===== src/rtl/ppio_pkg.sv =====
package ppio_pkg;
  typedef struct packed {
    logic [1:0] mode_a;
    logic       in_a;
    logic       in_cu;
    logic       mode_b;
    logic       in_b;
    logic       in_cl;
  } ppio_cfg_t;

  localparam ppio_cfg_t CFG_RESET = '{mode_a: 2'b00, in_a: 1'b1, in_cu: 1'b1,
                                      mode_b: 1'b0, in_b: 1'b1, in_cl: 1'b1};

  typedef enum logic [1:0] {
    SEL_A   = 2'd0,
    SEL_B   = 2'd1,
    SEL_C   = 2'd2,
    SEL_CTL = 2'd3
  } ppio_sel_e;
endpackage


===== src/rtl/ppio_decode.sv =====
module ppio_decode
  import ppio_pkg::*;
(
  input  logic       cs_n,
  input  logic       rd_n,
  input  logic       wr_n,
  input  logic [1:0] addr,
  output logic       wr_a,
  output logic       wr_b,
  output logic       wr_c,
  output logic       wr_ctl,
  output logic       rd_en,
  output ppio_sel_e  rd_sel
);
  logic wr_en;
  assign wr_en  = !cs_n && !wr_n;
  assign rd_en  = !cs_n && !rd_n;
  assign rd_sel = ppio_sel_e'(addr);
  assign wr_a   = wr_en && (addr == SEL_A);
  assign wr_b   = wr_en && (addr == SEL_B);
  assign wr_c   = wr_en && (addr == SEL_C);
  assign wr_ctl = wr_en && (addr == SEL_CTL);
endmodule


===== src/rtl/ppio_cfg.sv =====
module ppio_cfg
  import ppio_pkg::*;
#(
  parameter int IDX_W = 3
) (
  input  logic             clk,
  input  logic             rst,
  input  logic             wr_ctl,
  input  logic [7:0]       wdata,
  output ppio_cfg_t        cfg,
  output logic             def_en,
  output logic             bit_en,
  output logic [IDX_W-1:0] bit_idx,
  output logic             bit_val
);
  assign def_en  = wr_ctl && wdata[7];
  assign bit_en  = wr_ctl && !wdata[7];
  assign bit_idx = wdata[IDX_W:1];
  assign bit_val = wdata[0];

  always_ff @(posedge clk) begin
    if (rst) begin
      cfg <= CFG_RESET;
    end else if (def_en) begin
      cfg.mode_a <= wdata[6:5];
      cfg.in_a   <= wdata[4];
      cfg.in_cu  <= wdata[3];
      cfg.mode_b <= wdata[2];
      cfg.in_b   <= wdata[1];
      cfg.in_cl  <= wdata[0];
    end
  end

  // a bit command never alters the stored configuration
  a_r5_bit_cmd_keeps_cfg: assert property (@(posedge clk) disable iff (rst)
    bit_en |=> $stable(cfg));
endmodule


===== src/rtl/ppio_latch.sv =====
module ppio_latch #(
  parameter int W     = 8,
  parameter int IDX_W = (W > 1) ? $clog2(W) : 1
) (
  input  logic             clk,
  input  logic             rst,
  input  logic             clr,
  input  logic             ld,
  input  logic [W-1:0]     ld_mask,
  input  logic [W-1:0]     ld_data,
  input  logic             bit_en,
  input  logic [IDX_W-1:0] bit_idx,
  input  logic             bit_val,
  output logic [W-1:0]     q
);
  for (genvar i = 0; i < W; i++) begin : g_bit
    always_ff @(posedge clk) begin
      if (rst || clr)
        q[i] <= 1'b0;
      else if (ld && ld_mask[i])
        q[i] <= ld_data[i];
      else if (bit_en && (bit_idx == IDX_W'(i)))
        q[i] <= bit_val;
    end
  end

  // a bit command flips at most one latch bit
  a_r4_single_bit: assert property (@(posedge clk) disable iff (rst)
    (bit_en && !ld && !clr) |=> ($countones(q ^ $past(q)) <= 1));
  // masked-off bits hold through a load
  a_r7_masked_hold: assert property (@(posedge clk) disable iff (rst)
    (ld && !clr) |=> (((q ^ $past(q)) & ~$past(ld_mask)) == '0));
endmodule


===== src/rtl/ppio_ctrl.sv =====
module ppio_ctrl
  import ppio_pkg::*;
#(
  parameter int DATA_W = 8
) (
  input  logic              clk,
  input  logic              rst,
  input  logic              cs_n,
  input  logic              rd_n,
  input  logic              wr_n,
  input  logic [1:0]        addr,
  input  logic [DATA_W-1:0] wdata,
  output logic [DATA_W-1:0] rdata,
  output logic              rdata_oe,
  input  logic [DATA_W-1:0] pa_in,
  output logic [DATA_W-1:0] pa_out,
  output logic [DATA_W-1:0] pa_oe,
  input  logic [DATA_W-1:0] pb_in,
  output logic [DATA_W-1:0] pb_out,
  output logic [DATA_W-1:0] pb_oe,
  input  logic [DATA_W-1:0] pc_in,
  output logic [DATA_W-1:0] pc_out,
  output logic [DATA_W-1:0] pc_oe,
  output logic [1:0]        mode_a,
  output logic              mode_b
);
  localparam int NIB   = DATA_W / 2;
  localparam int IDX_W = $clog2(DATA_W);

  logic wr_a, wr_b, wr_c, wr_ctl, rd_en;
  ppio_sel_e rd_sel;
  ppio_cfg_t cfg;
  logic def_en, bit_en, bit_val;
  logic [IDX_W-1:0] bit_idx;
  logic [DATA_W-1:0] c_out_mask, c_in_mask;

  ppio_decode u_dec (
    .cs_n(cs_n), .rd_n(rd_n), .wr_n(wr_n), .addr(addr),
    .wr_a(wr_a), .wr_b(wr_b), .wr_c(wr_c), .wr_ctl(wr_ctl),
    .rd_en(rd_en), .rd_sel(rd_sel)
  );

  ppio_cfg #(.IDX_W(IDX_W)) u_cfg (
    .clk(clk), .rst(rst), .wr_ctl(wr_ctl), .wdata(wdata[7:0]),
    .cfg(cfg), .def_en(def_en), .bit_en(bit_en),
    .bit_idx(bit_idx), .bit_val(bit_val)
  );

  assign c_in_mask  = {{NIB{cfg.in_cu}}, {NIB{cfg.in_cl}}};
  assign c_out_mask = ~c_in_mask;

  ppio_latch #(.W(DATA_W)) u_pa (
    .clk(clk), .rst(rst), .clr(def_en), .ld(wr_a), .ld_mask({DATA_W{1'b1}}),
    .ld_data(wdata), .bit_en(1'b0), .bit_idx('0), .bit_val(1'b0), .q(pa_out)
  );

  ppio_latch #(.W(DATA_W)) u_pb (
    .clk(clk), .rst(rst), .clr(def_en), .ld(wr_b), .ld_mask({DATA_W{1'b1}}),
    .ld_data(wdata), .bit_en(1'b0), .bit_idx('0), .bit_val(1'b0), .q(pb_out)
  );

  ppio_latch #(.W(DATA_W)) u_pc (
    .clk(clk), .rst(rst), .clr(def_en), .ld(wr_c), .ld_mask(c_out_mask),
    .ld_data(wdata), .bit_en(bit_en), .bit_idx(bit_idx), .bit_val(bit_val),
    .q(pc_out)
  );

  assign pa_oe  = {DATA_W{~cfg.in_a}};
  assign pb_oe  = {DATA_W{~cfg.in_b}};
  assign pc_oe  = c_out_mask;
  assign mode_a = cfg.mode_a;
  assign mode_b = cfg.mode_b;

  always_comb begin
    rdata = '0;
    if (rd_en) begin
      unique case (rd_sel)
        SEL_A:   rdata = cfg.in_a ? pa_in : pa_out;
        SEL_B:   rdata = cfg.in_b ? pb_in : pb_out;
        SEL_C:   rdata = (pc_in & c_in_mask) | (pc_out & c_out_mask);
        default: rdata = '0;
      endcase
    end
  end
  assign rdata_oe = rd_en;

  // on leaving reset every pad is released
  a_r1_released: assert property (@(posedge clk) disable iff (rst)
    $fell(rst) |-> (pa_oe == '0 && pb_oe == '0 && pc_oe == '0 && pc_out == '0));
  // control address reads back zero
  a_r9_ctl_read_zero: assert property (@(posedge clk) disable iff (rst)
    (!cs_n && !rd_n && addr == 2'd3) |-> (rdata == '0));
  // no write lands while the chip is deselected
  a_r10_deselect_hold: assert property (@(posedge clk) disable iff (rst)
    cs_n |=> ($stable(pa_out) && $stable(pb_out) && $stable(pc_out) && $stable(mode_a)));
  // a direction word empties every latch
  a_r3_def_clears: assert property (@(posedge clk) disable iff (rst)
    (!cs_n && !wr_n && addr == 2'd3 && wdata[7]) |=> (pa_out == '0 && pb_out == '0 && pc_out == '0));
endmodule


===== config.mk =====
export PLATFORM = sky130hd
export DESIGN_NAME = ppio_ctrl
export DESIGN_NICKNAME = d
export VERILOG_FILES = /design/src/rtl/ppio_pkg.sv /design/src/rtl/ppio_decode.sv /design/src/rtl/ppio_cfg.sv /design/src/rtl/ppio_latch.sv /design/src/rtl/ppio_ctrl.sv
export SDC_FILE = /design/constraint.sdc
export NUM_CORES = 1
export LEC_CHECK = 0
export BUFFER_PORTS_ARGS = -buffer_cell sky130_fd_sc_hd__buf_2
export CAP_MARGIN = 20
export CELL_PAD_IN_SITES_DETAIL_PLACEMENT = 0
export CELL_PAD_IN_SITES_GLOBAL_PLACEMENT = 1
export CORE_MARGIN = 10
export CORE_UTILIZATION = 35
export DETAILED_ROUTE_END_ITERATION = 7
export PLACE_DENSITY_LB_ADDON = 0.05
export SLEW_MARGIN = 20
export SYNTH_ARGS = -nofsm -noshare
export SYNTH_HDL_FRONTEND = slang
export SYNTH_SLANG_ARGS = --single-unit

===== constraint.sdc =====
create_clock -name clk -period 3.5 [get_ports clk]
set_clock_uncertainty 0.05 [all_clocks]
set_input_delay 0.175 -clock clk [delete_from_list [all_inputs] [get_ports clk]]
set_output_delay 0.175 -clock clk [all_outputs]
set_load 0.03 [all_outputs]

==> results_dict.tcl, run 1 <==
set metrics [dict create \
    layout-drive-gt1-share 0.377 \
    root_buffer "clkbuf_8" \
    p_per_area_nw_per_um2 326 \
    start_util 0.361 \
    final-setup-viol-count 0 \
    via_count 1825 \
    wl_um 6670 \
    ys_warn_count 0 \
    ys_seq_area_frac 0.310 \
    cts_tree "done" \
    maxCapViolCount 0 \
    post_cts_buffers 0 \
    antenna_found_initial 0 \
    worstMarginPinSlew_ps 795 \
    die_x_um 95.6 \
    rsz0062_at_grt "no" \
    yosys.area.top_type "dfxtp_1" \
    outcome "completed" \
    ant_nets 0 \
    grt_usage 0.145 \
    r2r_cells 4 \
    setup_tns_ps 0 \
    clkTransAtPathRegs_ps 70 \
    hold_buffers 0 \
    start_kind "register" \
    clock.fmax_mhz 484 \
    synth_top_area_frac 0.310 \
    vdd_drop_max_mv 0.126 \
    required_ps 3270 \
    cts_resized 0 \
    fin_nets 343 \
    row_count 27 \
    p_total_uw 789 \
    fin_crit_ps 2060 \
    die_area_um2 9150 \
    grt_overflow_total 0 \
    clk_latency_ps 280 \
    place_ws_ps 1690 \
    period_share 0.590 \
    grt_max_degree 25 \
    pin_count 99 \
    drc_errors 0 \
    fin_ws_ps 1440 \
    power_leakage_uw 0.00132 \
    die-height_um 95.6 \
    first_pass_iters 4 \
    syn_to_final_growth_pct 21.0 \
    post-place-cells 369 \
    grt_pass1_vias 1882 \
    maxSlewViolCount 0 \
    hold_depth 3 \
    instances_no_fill 377 \
    h-tree-depth 2 \
    avgSynthCellArea_um2 8.41 \
    clkSinkCount 31 \
    arrival_ps 1840 \
    portBuffers 98 \
    ctsLongestPathBuffers 2 \
    wl_per_cell_um 17.7 \
    hold_viol 0 \
    synth_fp_nets 277 \
    hold_path.class "input port to register" \
    crit_type "register to output port" \
    endpoint_kind "output port" \
    core-area_um2 5540 \
    synth_area_um2 2000 \
    maxSlewHeadroom 0.466 \
    cp_max_fo 18 \
    fin_util 0.437 \
    globalplace.congestion 0.767 \
    place_hpwl_um 5160 \
    ys_types 28 \
    ys_ff_latch 31 \
    ys_top_cells_by_area "dfxtp_1 (31%), mux2i_1 (18%), buf_4 (8.6%), a211oi_1 (7.1%), nor2_1 (6.2%)" \
    antenna_cells 0 \
    dr.first_iter.drc_count 34 \
    grt_first_pass_wirelength_um 10200 \
    synth_cells 238 \
    cts_buffers 5 \
    vias_per_cell 4.84 \
]
-- Yosys cell counts --
cell and n:
mux2i_1 35, nor2_1 33, dfxtp_1 31, buf_4 23
nand2_1 22, a211oi_1 19, clkbuf_1 9, a21oi_1 8
inv_1 8, nor2b_1 8, o21a_1 8, buf_2 7
a211o_1 4, a211oi_2 4, nand4_1 3, nand2b_1 2
nand2b_4 2, nor4b_1 2, a2bb2oi_1 1, and2_1 1
and4b_1 1, and4bb_2 1, buf_1 1, buf_6 1
nor3_1 1, nor4_1 1, nor4_4 1, or4b_4 1
-- critical path, cell delays in order (launching register included) --
cell	delay, ps
dfxtp_1	740
nor2b_1	100
a211oi_1	250
a211oi_1	90
o21a_1	200
buf_2	170
-- per-stage QoR --
step | instance area (um^2) | hold WS [ps]
2_1_floorplan | 2000 | 261
3_3_place_gp | 2340 | 415
3_5_place_dp | 2340 | 414
4_1_cts | 2420 | 118
5_1_grt | 2420 | 126
6_report | 2420 | 131
-- flip-flops by register name, summed over array words and instances (netlist names) --
signal     flops
u_pc.q         8
u_pb.q         8
u_pa.q         8
u_cfg.cfg      7
-- metal layers --
layer / track usage / wire length, um / share of wire
met1: 0.180 / 3040 / 0.46
met2: 0.233 / 3090 / 0.46
met3: 0.0558 / 526 / 0.079
met4: 0.0295 / 20 / 0.0030
met5: 0 / 0 / 0
-- where the power goes --
group | internal (uW) | total [uW] | switching [uW]
registers | 358 | 366 | 7.14
clock network | 140 | 278 | 138
logic | 51.2 | 146 | 94.6
-- cells in the final DEF, fill, tap and decap left out, drive strengths merged --
cell type,netlist,routed
clkbuf,9,7
a211oi,23,23
o21a,8,8
and2,1,1
inv,8,8
nor2b,8,8
a2bb2oi,1,1
nor2,33,33
a21oi,8,8
clkinv,0,1
buf,32,100
and4b,1,1
a211o,4,4
and4bb,1,1
nor3,1,1
mux2i,35,35
nand2,22,22
nor4,2,2
or4b,1,1
nand4,3,3
nor4b,2,2
dfxtp,31,31
nand2b,4,4
-- area by class of cell --
cell class	count	area, um^2
sequential	31	621
multi-input combinational	158	1090
tap	72	90.1
clock buffer	7	76.3
clock inverter	1	5.00
fill	621	3120
timing repair buffer	100	505
inverter	8	30.0
-- final timing paths --
kind	start	endpoint	slack (ps)
min reg2reg	u_pb.q[4]	u_pb.q[4]	420
max	u_cfg.cfg[4]	rdata[1]	1440
max reg2reg	u_cfg.cfg[0]	u_pc.q[3]	2230
min	wdata[6]	u_pb.q[6]	130
-- cell families after synthesis --
family          share of synthesized area
simple gates                        0.204
buf+inv                             0.143
compound gates                      0.168
mux                                 0.175
flops                               0.310
Note: power is estimated with default switching activity, not from simulation.
==> run 2, diff against run 1 <==
--- a/config.mk
+++ b/config.mk
@@ -10,7 +10,7 @@
 export CELL_PAD_IN_SITES_DETAIL_PLACEMENT = 0
 export CELL_PAD_IN_SITES_GLOBAL_PLACEMENT = 1
 export CORE_MARGIN = 10
-export CORE_UTILIZATION = 35
+export CORE_UTILIZATION = 29
 export DETAILED_ROUTE_END_ITERATION = 7
 export PLACE_DENSITY_LB_ADDON = 0.05
 export SLEW_MARGIN = 20
==> constraint.sdc (replaced) <==
create_clock -name clk -period 1.68 [get_ports clk]
set_clock_uncertainty 0.05 [all_clocks]
set_input_delay 0.084 -clock clk [delete_from_list [all_inputs] [get_ports clk]]
set_output_delay 0.084 -clock clk [all_outputs]
set_load 0.03 [all_outputs]
==> results_dict.tcl, run 2 (same netlist as run 1, synthesis figures left out) <==
set metrics [dict create \
    outcome "completed" \
    cpPeakStageDelay_ps 400 \
    final-setup-viol-count 0 \
    ant_nets 0 \
    critPathBufInv 2 \
    core-area_um2 6760 \
    portBuffers 98 \
    wl_um 7390 \
    reg2reg_to "u_pc.q[3]" \
    crit_cells 6 \
    ctsLongestPathBuffers 2 \
    cts_tree "done" \
    fin_ws_ps 24.7 \
    grt_pass1_vias 2008 \
    startpoint "u_cfg.cfg[4]" \
    dr.max_layer_used "met4" \
    cpMostUsedCell "a211oi_2" \
    r2r_cells 4 \
    clk_latency_ps 290 \
    final_common_cell "buf_2" \
    rsz0062_at_grt "yes" \
    vdd_drop_max_mv 0.211 \
    hold_viol 0 \
    fin_crit_ps 1660 \
    wl_met3_um 668 \
    cp_max_fo 6 \
    die_area_um2 10600 \
    antenna_found_initial 0 \
    drc_errors 0 \
    root_buffer "clkbuf_8" \
    power_leakage_uw 0.00141 \
    endpoint_kind "output port" \
    syn_to_final_growth_pct 35.9 \
    dr.first_iter.drc_count 27 \
    top_regs "u_pa.q x8, u_pb.q x8, u_pc.q x8" \
    grt_usage 0.136 \
    layout-drive-gt1-share 0.475 \
    hold_buffers 0 \
    wl_per_cell_um 18.8 \
    cts_buffers 5 \
    grt_overflow_total 0 \
    die-height_um 103 \
    worstMarginPinSlew_ps 388 \
    vias_per_cell 4.88 \
    globalplace.congestion 0.761 \
    pin_count 99 \
    fin_util 0.403 \
    first_pass_iters 4 \
    arrival_ps 1520 \
    period_share 0.985 \
    clkSinkCount 31 \
    start_kind "register" \
    maxCapViolCount 0 \
    r2r-start "u_cfg.cfg[0]" \
    crit_type "register to output port" \
    crit_end "rdata[2]" \
    final_cell_mix "buf_2 (90), mux2i_1 (34), nor2_1 (33)" \
    maxSlewViolCount 0 \
    die_x_um 103 \
    fin_nets 353 \
    clkTransAtPathRegs_ps 70 \
    clock.fmax_mhz 604 \
    via_count 1922 \
    slowest_stage "dfxtp_4" \
    crit_chain "buf_8 -> nor2b_2 -> a211oi_2 -> a211oi_2 -> o21a_1 -> buf_6" \
    route.met2.wl_um 3360 \
    start_util 0.296 \
    holdWs_ps 19.9 \
    p_per_area_nw_per_um2 643 \
    place_hpwl_um 5730 \
    h-tree-depth 2 \
    reg2reg_setup_slack_ps 570 \
    required_ps 1550 \
    hold_path.class "input port to register" \
    m1WireLength_um 3280 \
    antenna_cells 0 \
    grt_first_pass_wirelength_um 10900 \
    maxSlewHeadroom 0.740 \
    grt_max_degree 25 \
    place_ws_ps 67.6 \
    critPathTopFamily "compound AO/OA/AOI/OAI gates" \
    row_count 30 \
]
run 2: changes by cell type in the layout (fill, tap and decap cells not counted), moves of 3 or more:
| cell | delta |
|---|---|
| a211oi_1 | -12 |
| a211oi_2 | +11 |
| buf_2 | -8 |
| buf_6 | +7 |
| buf_4 | +6 |
| nor2b_1 | -6 |
| dfxtp_1 | -4 |
| nor2b_2 | +4 |
| dfxtp_2 | +3 |
run 2: where the power goes:
| part | switching, uW | internal [uW] |
|---|---|---|
| sequential | 11.5 | 746 |
| clock | 304 | 322 |
| combinational | 225 | 142 |
| total | 541 | 1210 |
run 2: metrics by stage:
step / TNS, ps / total power, uW / cells / area (um^2)
2_1_floorplan: 0 / 979 / 238 / 2000
3_3_place_gp: 0 / 1110 / 386 / 2440
3_5_place_dp: 0 / 1110 / 386 / 2440
4_1_cts: -6.67 / 1750 / 393 / 2590
5_1_grt: -140 / 1820 / 394 / 2720
6_report: 0 / 1750 / 394 / 2720
run 2: what timing repair did:
action,in CTS,in global routing
gates resized for setup,18,29
gates cloned,0,1
setup buffers,0,0
setup endpoints to repair,8,8
pin swaps,9,16
run 2: final cells by class:
| class | count | area (um^2) |
|---|---|---|
| multi-input combinational | 158 | 1190 |
| fill | 703 | 4040 |
| tap | 80 | 100 |
| clock buffer | 6 | 82.6 |
| inverter | 8 | 30.0 |
| timing repair buffer | 110 | 684 |
| clock inverter | 1 | 5.00 |
| sequential | 31 | 628 |
run 2: how the worst min path moves through the flow:
stage / startpoint / endpoint / slack, ps / cells past startpoint
floorplan: wdata[3] / u_pb.q[3] / 170 / 2
global placement: rst / u_cfg.cfg[2] / 320 / 2
detailed placement: rst / u_cfg.cfg[2] / 330 / 2
CTS: rst / u_cfg.cfg[2] / 20 / 2
global route: wdata[4] / u_pb.q[4] / 30 / 3
finish: rst / u_cfg.cfg[2] / 20 / 2
run 2: routing by layer:
layer  global-route usage  vias to the layer above
met4               0.0385                        0
met2                0.214                       69
li1                     -                      950
met1                0.169                      896
met3               0.0536                        7
met5                    0                        -
==> run 3, diff against run 2 <==
--- a/config.mk
+++ b/config.mk
@@ -9,9 +9,11 @@
 export CAP_MARGIN = 20
 export CELL_PAD_IN_SITES_DETAIL_PLACEMENT = 0
 export CELL_PAD_IN_SITES_GLOBAL_PLACEMENT = 1
+export CORE_ASPECT_RATIO = 0.7
 export CORE_MARGIN = 10
 export CORE_UTILIZATION = 29
 export DETAILED_ROUTE_END_ITERATION = 7
+export MAX_ROUTING_LAYER = met4
 export PLACE_DENSITY_LB_ADDON = 0.05
 export SLEW_MARGIN = 20
 export SYNTH_ARGS = -nofsm -noshare
==> results_dict.tcl, run 3 (same netlist as run 1, synthesis figures left out) <==
set metrics [dict create \
    die_area_um2 10700 \
    die-height_um 89.5 \
    clock.fmax_mhz 614 \
    crit_type "register to output port" \
    crit_chain "buf_4 -> nor2b_2 -> a211oi_2 -> a211oi_1 -> o21a_1 -> buf_4" \
    post_cts_buffers 0 \
    pin_count 99 \
    portBuffers 98 \
    period_share 0.970 \
    cts_buffers 5 \
    required_ps 1550 \
    syn_to_final_growth_pct 32.9 \
    core-area_um2 6730 \
    ant_nets 0 \
    fin_util 0.396 \
    maxSlewHeadroom 0.665 \
    h-tree-depth 2 \
    fin_nets 355 \
    maxCapViolCount 0 \
    die_x_um 119 \
    drc_errors 0 \
    first_pass_iters 4 \
    grt_first_pass_wirelength_um 11200 \
    clk_latency_ps 280 \
    arrival_ps 1500 \
    clkTransAtPathRegs_ps 60 \
    via_count 1886 \
    maxSlewViolCount 0 \
    final-setup-viol-count 0 \
    outcome "completed" \
    worstMarginPinSlew_ps 495 \
    grt_pass1_vias 2096 \
    cts_tree "done" \
    slowest_stage "dfxtp_4" \
    cpMostUsedCell "buf_4" \
    place_hpwl_um 5790 \
    globalplace.congestion 0.760 \
    antenna_found_initial 0 \
    clkSinkCount 31 \
    layout-drive-gt1-share 0.453 \
    hold_buffers 0 \
    start_kind "register" \
    cpPeakStageDelay_ps 380 \
    grt_overflow_total 0 \
    ctsLongestPathBuffers 2 \
    antenna_cells 0 \
    wl_per_cell_um 17.5 \
    hold_viol 0 \
    p_per_area_nw_per_um2 641 \
    start_util 0.298 \
    fillers 728 \
    fin_crit_ps 1630 \
    wl_um 7200 \
    root_buffer "clkbuf_8" \
    power_leakage_uw 0.00140 \
    dr.first_iter.drc_count 74 \
    final_cell_mix "buf_2 (93), mux2i_1 (34), nor2_1 (33)" \
    grt_max_degree 21 \
    row_count 25 \
    p_total_uw 1710 \
    hold_path.class "input port to register" \
    vdd_drop_max_mv 0.238 \
    vias_per_cell 4.60 \
    endpoint_kind "output port" \
    final_common_cell "buf_2" \
    cp_max_fo 7 \
    grt_usage 0.138 \
    top_regs "u_pa.q x8, u_pb.q x8, u_pc.q x8" \
    rsz0062_at_grt "yes" \
]
[run 3: changes by cell type in the layout (fill, tap and decap cells not counted), sizes merged]
| cell | before | now |
|---|---|---|
| clkbuf | 7 | 6 |
| buf | 109 | 112 |
[run 3: area by class of cell]
class | count | area [um^2] | area share
Sequential cell | 31 | 629 | 0.236
Tap cell | 94 | 118 | 0.0442
Multi-Input combinational cell | 158 | 1150 | 0.432
Inverter | 8 | 30.0 | 0.0113
Clock inverter | 1 | 5.00 | 0.00188
Clock buffer | 6 | 82.6 | 0.0310
Timing Repair Buffer | 112 | 648 | 0.244
[run 3: worst paths after layout]
check / from / end / slack [ps] / depth (start not counted)
setup / recovery: u_cfg.cfg[4] / rdata[7] / 50 / 6
hold / removal: rst / u_cfg.cfg[6] / 40 / 2
setup reg to reg: u_cfg.cfg[0] / u_pc.q[0] / 390 / 3
hold reg to reg: u_pb.q[4] / u_pb.q[4] / 420 / 2
[run 3: where the power goes]
part / internal (uW) / switching [uW]
registers: 745 / 13.5
logic: 136 / 214
clock network: 321 / 276
total: 1200 / 504
[run 3: layer usage]
metal	vias to the layer above	global-route usage	part of all wire
met3	5	0.0360	0.063
met2	61	0.203	0.44
met5	-	-	0
met1	864	0.184	0.49
li1	956	-	-
met4	0	0.0317	0.0067
[run 3: repair_timing]
action                                  CTS  global route
pin swaps                                 1            10
endpoints found under the setup margin    8             8
gates resized for setup                   8            21
[run 3: worst max-delay path: cells and delay by family (launching register included)]
family | cells | cell delay [ps]
compound gates | 3 | 430
flops | 1 | 380
buf+inv | 2 | 310
simple gates | 1 | 110
[run 3: stage by stage]
stage | TNS (ps) | std cells | instance area, um^2 | setup slack, ps | hold WS (ps)
after detailed placement | -16.6 | 403 | 2480 | -16.6 | 333
after global routing | -109 | 410 | 2660 | -46.1 | 37.1
after global placement | 0 | 403 | 2480 | 45.2 | 327
after floorplan | 0 | 238 | 2000 | 173 | 170
after CTS | 0 | 410 | 2590 | 5.55 | 31.1
final | 0 | 410 | 2660 | 50.8 | 39.4
